File: src/rtl/tmr_pkg.sv
package tmr_pkg;
    typedef enum logic [1:0] {
        CM_OFF = 2'b00,
        CM_TOG = 2'b01,
        CM_CLR = 2'b10,
        CM_SET = 2'b11
    } cmp_mode_e;

    localparam logic [2:0] AD_CNT  = 3'd0;
    localparam logic [2:0] AD_OCRA = 3'd1;
    localparam logic [2:0] AD_OCRB = 3'd2;
    localparam logic [2:0] AD_CTRL = 3'd3;
    localparam logic [2:0] AD_FLAG = 3'd4;
    localparam logic [2:0] AD_IEN  = 3'd5;
    localparam logic [2:0] AD_STRB = 3'd6;

    // Output level after a compare action in the given mode.
    function automatic logic cm_apply(cmp_mode_e m, logic cur);
        case (m)
            CM_TOG:  return ~cur;
            CM_CLR:  return 1'b0;
            CM_SET:  return 1'b1;
            default: return cur;
        endcase
    endfunction
endpackage

File: src/rtl/tmr_tick_sel.sv
module tmr_tick_sel #(
    parameter int TAPS = 15,
    parameter int SELW = 4
) (
    input  logic [TAPS-1:0] tap_en,
    input  logic [SELW-1:0] sel,
    output logic            tick
);
    logic [TAPS-1:0] hit;

    // One gate per tap; the select value 0 matches no tap, so the counter halts.
    for (genvar i = 0; i < TAPS; i++) begin : g_tap
        assign hit[i] = tap_en[i] && (sel == SELW'(i + 1));
    end

    assign tick = |hit;
endmodule

File: src/rtl/tmr_core.sv
module tmr_core
    import tmr_pkg::*;
#(
    parameter int CW = 8
) (
    input  logic          clk,
    input  logic          rst_n,
    input  logic          tick,
    input  logic          pwm,
    input  logic          ctc,
    input  cmp_mode_e     mode,
    input  logic [CW-1:0] top_b,
    input  logic          cnt_wr,
    input  logic [CW-1:0] wdata,
    input  logic          a_wr,
    input  logic [CW-1:0] a_buf,
    input  logic          force_cmp,
    input  logic [1:0]    flag_clr,
    input  logic          ack_cmp,
    input  logic          ack_ovf,
    output logic [CW-1:0] cnt,
    output logic          out,
    output logic          flag_cmp,
    output logic          flag_ovf
);
    typedef struct packed {
        logic [CW-1:0] cnt;
        logic [CW-1:0] act;
        logic          out;
        logic          fc;
        logic          fo;
    } st_t;

    st_t  st_d, st_q;
    logic match, wrap, ovf_hit;

    always_comb begin
        st_d    = st_q;
        match   = tick && (st_q.cnt == st_q.act);
        wrap    = pwm && tick && (st_q.cnt == top_b);
        ovf_hit = !pwm && tick && (st_q.cnt == '1) && !(match && ctc);

        if (tick) begin
            if (pwm)
                st_d.cnt = wrap ? '0 : st_q.cnt + CW'(1);
            else
                st_d.cnt = (match && ctc) ? '0 : st_q.cnt + CW'(1);
        end
        if (cnt_wr)
            st_d.cnt = wdata;

        if (a_wr && !pwm)
            st_d.act = wdata;
        else if (wrap)
            st_d.act = a_buf;

        if (wrap && mode == CM_CLR)
            st_d.out = 1'b1;
        else if (wrap && mode == CM_SET)
            st_d.out = 1'b0;
        if (match)
            st_d.out = cm_apply(mode, st_d.out);
        if (force_cmp)
            st_d.out = cm_apply(mode, st_q.out);

        if (flag_clr[0] || ack_cmp)
            st_d.fc = 1'b0;
        if (match)
            st_d.fc = 1'b1;
        if (flag_clr[1] || ack_ovf)
            st_d.fo = 1'b0;
        if (ovf_hit || wrap)
            st_d.fo = 1'b1;
    end

    always_ff @(posedge clk or negedge rst_n) begin
        if (!rst_n) st_q <= '0;
        else        st_q <= st_d;
    end

    assign cnt      = st_q.cnt;
    assign out      = st_q.out;
    assign flag_cmp = st_q.fc;
    assign flag_ovf = st_q.fo;

    // without a tick or a write the count holds
    a_r1_halt: assert property (@(posedge clk) disable iff (!rst_n)
        (!tick && !cnt_wr) |=> $stable(st_q.cnt));
    // clearing match loads zero
    a_r3_ctc_zero: assert property (@(posedge clk) disable iff (!rst_n)
        (tick && !pwm && ctc && !cnt_wr && st_q.cnt == st_q.act) |=> (st_q.cnt == '0));
    // match raises the compare flag
    a_r3_flag_set: assert property (@(posedge clk) disable iff (!rst_n)
        (tick && st_q.cnt == st_q.act) |=> st_q.fc);
    // PWM period ends at B
    a_r6_wrap: assert property (@(posedge clk) disable iff (!rst_n)
        (pwm && tick && !cnt_wr && st_q.cnt == top_b) |=> (st_q.cnt == '0));
    // in PWM mode the active duty only moves at the wrap
    a_r7_hold: assert property (@(posedge clk) disable iff (!rst_n)
        (pwm && !(tick && st_q.cnt == top_b)) |=> $stable(st_q.act));
    // acknowledge clears the compare flag when no match competes
    a_r9_ack: assert property (@(posedge clk) disable iff (!rst_n)
        (ack_cmp && !(tick && st_q.cnt == st_q.act)) |=> !st_q.fc);
endmodule

File: src/rtl/cmp_pwm_timer.sv
module cmp_pwm_timer
    import tmr_pkg::*;
#(
    parameter int CW   = 8,
    parameter int TAPS = 15,
    parameter int AW   = 3
) (
    input  logic            clk,
    input  logic            rst_n,
    input  logic [TAPS-1:0] tap_en,
    input  logic            wr_en,
    input  logic [AW-1:0]   wr_addr,
    input  logic [CW-1:0]   wr_data,
    input  logic [AW-1:0]   rd_addr,
    output logic [CW-1:0]   rd_data,
    input  logic            ack_cmp,
    input  logic            ack_ovf,
    output logic            cmp_out,
    output logic            cmp_oe,
    output logic            irq_cmp,
    output logic            irq_ovf,
    output logic            psc_rst
);
    localparam int SELW = $clog2(TAPS + 1);

    typedef struct packed {
        logic [CW-1:0] a_tmp;
        logic [CW-1:0] b;
        logic [CW-1:0] ctrl;
        logic [1:0]    ien;
        logic          psc;
    } rg_t;

    rg_t           rg_d, rg_q;
    logic          tick, a_wr, cnt_wr, force_cmp;
    logic [1:0]    flag_clr;
    logic [CW-1:0] cnt;
    logic          flag_cmp, flag_ovf;
    cmp_mode_e     mode;

    assign mode = cmp_mode_e'(rg_q.ctrl[5:4]);

    always_comb begin
        rg_d      = rg_q;
        rg_d.psc  = 1'b0;
        cnt_wr    = wr_en && (wr_addr == AD_CNT);
        a_wr      = wr_en && (wr_addr == AD_OCRA);
        force_cmp = wr_en && (wr_addr == AD_STRB) && wr_data[0];
        flag_clr  = (wr_en && (wr_addr == AD_FLAG)) ? wr_data[1:0] : 2'b00;
        if (a_wr)                            rg_d.a_tmp = wr_data;
        if (wr_en && wr_addr == AD_OCRB)     rg_d.b     = wr_data;
        if (wr_en && wr_addr == AD_CTRL)     rg_d.ctrl  = wr_data;
        if (wr_en && wr_addr == AD_IEN)      rg_d.ien   = wr_data[1:0];
        if (wr_en && wr_addr == AD_STRB)     rg_d.psc   = wr_data[1];
    end

    always_ff @(posedge clk or negedge rst_n) begin
        if (!rst_n) rg_q <= '0;
        else        rg_q <= rg_d;
    end

    tmr_tick_sel #(.TAPS(TAPS), .SELW(SELW)) u_sel (
        .tap_en (tap_en),
        .sel    (rg_q.ctrl[SELW-1:0]),
        .tick   (tick)
    );

    tmr_core #(.CW(CW)) u_core (
        .clk       (clk),
        .rst_n     (rst_n),
        .tick      (tick),
        .pwm       (rg_q.ctrl[7]),
        .ctc       (rg_q.ctrl[6]),
        .mode      (mode),
        .top_b     (rg_q.b),
        .cnt_wr    (cnt_wr),
        .wdata     (wr_data),
        .a_wr      (a_wr),
        .a_buf     (a_wr ? wr_data : rg_q.a_tmp),
        .force_cmp (force_cmp),
        .flag_clr  (flag_clr),
        .ack_cmp   (ack_cmp),
        .ack_ovf   (ack_ovf),
        .cnt       (cnt),
        .out       (cmp_out),
        .flag_cmp  (flag_cmp),
        .flag_ovf  (flag_ovf)
    );

    always_comb begin
        case (rd_addr)
            AD_CNT:  rd_data = cnt;
            AD_OCRA: rd_data = rg_q.a_tmp;
            AD_OCRB: rd_data = rg_q.b;
            AD_CTRL: rd_data = rg_q.ctrl;
            AD_FLAG: rd_data = CW'({flag_ovf, flag_cmp});
            AD_IEN:  rd_data = CW'(rg_q.ien);
            default: rd_data = '0;
        endcase
    end

    assign cmp_oe  = (mode != CM_OFF);
    assign irq_cmp = flag_cmp & rg_q.ien[0];
    assign irq_ovf = flag_ovf & rg_q.ien[1];
    assign psc_rst = rg_q.psc;

    // divider restart is a single-cycle pulse
    a_r11_psc_pulse: assert property (@(posedge clk) disable iff (!rst_n)
        (psc_rst && !(wr_en && wr_addr == AD_STRB && wr_data[1])) |=> !psc_rst);
    // strobe register never reads back a one
    a_r8_strb_zero: assert property (@(posedge clk) disable iff (!rst_n)
        (rd_addr == AD_STRB) |-> (rd_data == '0));
endmodule

File: config.mk
export PLATFORM = sky130hd
export DESIGN_NAME = cmp_pwm_timer
export DESIGN_NICKNAME = d
export VERILOG_FILES = /design/src/rtl/tmr_pkg.sv /design/src/rtl/tmr_tick_sel.sv /design/src/rtl/tmr_core.sv /design/src/rtl/cmp_pwm_timer.sv
export SDC_FILE = /design/constraint.sdc
export NUM_CORES = 1
export LEC_CHECK = 0
export ABC_AREA = 1
export ABC_CLOCK_PERIOD_IN_PS = 4300
export BUFFER_PORTS_ARGS = -buffer_cell sky130_fd_sc_hd__buf_4
export CAP_MARGIN = 0
export CORE_MARGIN = 1.5
export CORE_UTILIZATION = 62
export CTS_CLUSTER_SIZE = 28
export DETAILED_ROUTE_END_ITERATION = 8
export PLACE_DENSITY = 0.85
export SKIP_LAST_GASP = 1
export SYNTH_ARGS = -nofsm -noshare
export SYNTH_HDL_FRONTEND = slang
export SYNTH_HIERARCHICAL = 1
export SYNTH_SLANG_ARGS = --single-unit
File: constraint.sdc
create_clock -name clk -period 4.3 [get_ports clk]
set_input_delay 0.86 -clock clk [delete_from_list [all_inputs] [get_ports clk]]
set_output_delay 0.86 -clock clk [all_outputs]
set_load 0.02 [all_outputs]
==> results.py <==
metrics = {
    "layout": {
        "drive_gt1_share_pct": 19.5,
        "mostFrequentLayoutCells": "101 x nand2_1, 47 x buf_4, 46 x dfrtp_1",
        "multi_input_area_sq_um": 1720,
        "fin_area_sq_um": 3630,
        "area_growth_pct": 11.1,
        "fill_cells": 457,
        "seq_area_sq_um": 1150,
        "insertedDiodeCount": 0,
        "final_common_cell": "nand2_1",
        "nets": 520,
    },
    "die": {
        "dieArea_sq_um": 5710,
        "ioPinCount": 47,
        "die_w_um": 75.6,
        "coreArea_sq_um": 5110,
        "initial_utilization_pct": 64.0,
        "std_cell_rows": 26,
        "die_y_um": 75.6,
    },
    "grt": {
        "grt_max_degree": 47,
        "grtUsageMet2_pct": 53.9,
        "grt_use_total_pct": 33.7,
        "grt_pass1_vias": 2877,
        "grt_first_pass_wirelength_mm": 14.0,
        "top_usage_layer": "met2",
        "grt_use_met3_pct": 5.03,
        "grt_antenna_before_repair": 0,
        "grt_remaining_overflow": 0,
        "grtUsageMet1_pct": 45.8,
    },
    "yosys": {
        "syn-num-nets": 491,
        "ys_seq_elements": 46,
        "synth_simple_gate_area_share_pct": 36.8,
        "synthCells": 452,
        "yosysTopAreaCell": "dfrtp_1",
        "synth_edf_count": 0,
        "synthMuxAreaShare_pct": 0,
        "synth_xor_area_share_pct": 1.34,
        "synth_area_per_cell_sq_um": 7.23,
        "synthAdderAreaFrac_pct": 1.91,
        "synth_cell_type_count": 37,
        "ys_seq_area_share_pct": 35.2,
        "synthFlopType": "dfrtp_1",
        "synth_compound_area_share_pct": 12.3,
        "synth-async-reset-ratio_pct": 100,
        "yosysWarningCount": 6,
        "yosysTopAreaCellShare_pct": 35.2,
        "netlist_area_sq_um": 3270,
        "synth_top_family_by_area": "simple AND/OR/NAND/NOR gates",
        "synthTopCellsByArea": "dfrtp_1 35%, nand2_1 12%, nand4_1 7.1%",
    },
    "setup_path": {
        "cp.required_ps": 3440,
        "reg2reg_depth": 14,
        "crit_family": "buffers and inverters",
        "worstPathArrival_ps": 2210,
        "cp_cell_sequence": "buf_4 > inv_1 > nand4_1 > nand2_1 > inv_1 > nand2_1 > buf_4",
        "crit_slowest_cell": "inv_1",
        "worstPathBufferInverterCount": 4,
        "crit_path_max_fanout": 32,
        "cp-start-kind": "input port",
        "crit_cells": 7,
        "worstSetupPathType": "in2out",
        "slowest_delay_ps": 640,
        "cp-end-kind": "primary output",
    },
    "clock_tree": {
        "clkSinkCount": 46,
        "cts_htree_levels": 2,
        "cts-root-buf": "clkbuf_8",
        "post_cts_resized": 0,
        "clk_pin_slew_worst_paths_ps": 90,
        "insertion_delay_ps": 310,
        "clockBufferDepth": 2,
        "postCtsSetupRepairBufs": 0,
        "hold_buffers": 0,
        "tritoncts": "built",
        "cts_buffers": 5,
    },
    "sta": {
        "fmax_mhz": 325,
        "tns_ps": 0,
        "setup_viol": 0,
        "worst_slack_ps": 1230,
        "finalCriticalPeriod_ps": 3070,
        "finClkSkew_ps": 9.54,
        "rsz0062_at_grt": "no",
        "hold_violations": 0,
        "relSlewSlack_pct": 41.2,
        "drv_slew": 0,
        "final_min_period_over_clock_period_pct": 71.5,
        "worst_pin_slew_ps": 881,
    },
    "drt": {
        "ant_nets": 0,
        "wl_per_cell_um": 16.6,
        "drt-initial-drc-count": 424,
        "remaining_drc_errors": 0,
        "vias_per_cell": 5.95,
        "wirelength_mm": 9.18,
        "dr.pass1.iters": 6,
        "vias": 3282,
    },
    "placement": {
        "place_area_sq_um": 3520,
        "port_buffers": 46,
        "dpl_worst_slack_ps": 1300,
        "hpwlAfterDp_mm": 6.73,
        "place.gp.congestion": 0.980,
    },
    "power": {
        "power_leakage_nw": 1.80,
        "max-vdd-ir-drop_mv": 0.304,
        "powerDensity_nw_per_um2": 476,
    },
    "job": {
        "maxCapViolCount": 0,
    },
    "run_status": {
        "status": "completed",
    },
    "min_path": {
        "hold_depth": 2,
        "hold_path.class": "reg2reg",
    },
}
[routing by layer]
metal  up-vias  wire length, um
met5         -                0
met4         0              350
met3        31              763
met2       166             4280
met1      1506             3790
li1       1579                -
[sequential cells by signal, indices dropped and copies added, names as in the netlist]
name and count:
rg_q 24, u_core/cnt 8, u_core/st_q 8, mode 2, psc_rst 1, u_core/flag_cmp 1
u_core/flag_ovf 1, u_core/out 1
[synth_stat cells, types with 6 or more instances]
master	count
nand2_1	101
dfrtp_1	46
inv_1	44
nand3_1	44
nand4_1	37
nor2_1	33
o21ai_1	25
o21ai_0	14
inv_2	10
buf_4	9
a21oi_1	8
a22oi_1	8
nor2_2	7
a31oi_1	6
buf_2	6
buf_6	6
nand2_2	6
[worst paths after layout]
check	start	to	slack, ps
worst max-delay path	rd_addr[2]	rd_data[1]	1230
worst min-delay path	rg_q[1]	rg_q[1]	530
worst max register to register	rg_q[4]	u_core/cnt[2]	1920
worst min register to register	rg_q[1]	rg_q[1]	530
max in group asynchronous	rst_n	rg_q[10]	3340
min in group asynchronous	rst_n	rg_q[15]	550
[power breakdown]
group	switching, W	internal [W]	leakage (nW)	total (W)
clock network	0.000159	0.000174	0.0585	0.000333
registers	0.000187	0.000543	0.573	0.000730
logic	0.000408	0.000257	1.17	0.000665
total	0.000754	0.000974	1.80	0.00173
[through the flow]
step / utilization [%] / hold slack, ps / total power (W) / cells
6_report: 71.1 / 529 / 0.00173 / 552
5_1_grt: 71.1 / 569 / 0.00184 / 552
4_1_cts: 71.1 / 531 / 0.00171 / 552
3_5_place_dp: 68.9 / 509 / 0.00138 / 544
3_3_place_gp: 68.9 / 504 / 0.00135 / 544
2_1_floorplan: - / 467 / 0.00121 / 452
[worst min-delay path: cells and delay by family, from the launching register on]
kind            cells  cell delay (ps)
compound gates      1               60
flops               1              380
simple gates        1               60
[cells by family after synthesis]
family                     count (synthesis)
xor gates and xnor gates                   5
DFF                                       46
and+or+nand+nor                          247
buffers and inverters                     81
AOI/OAI and AO/OA                         68
adders and majority gates                  5
[area by class of cell]
cell class | count | share of cell area (%)
multi-input cells | 325 | 47.3
flip-flops and latches | 46 | 31.7
repair buffers | 47 | 9.72
inverters | 56 | 5.79
well taps | 70 | 2.41
clock buffers | 5 | 1.90
clock inverters | 3 | 1.21
No activity file was read; power rests on OpenSTA's default activity.
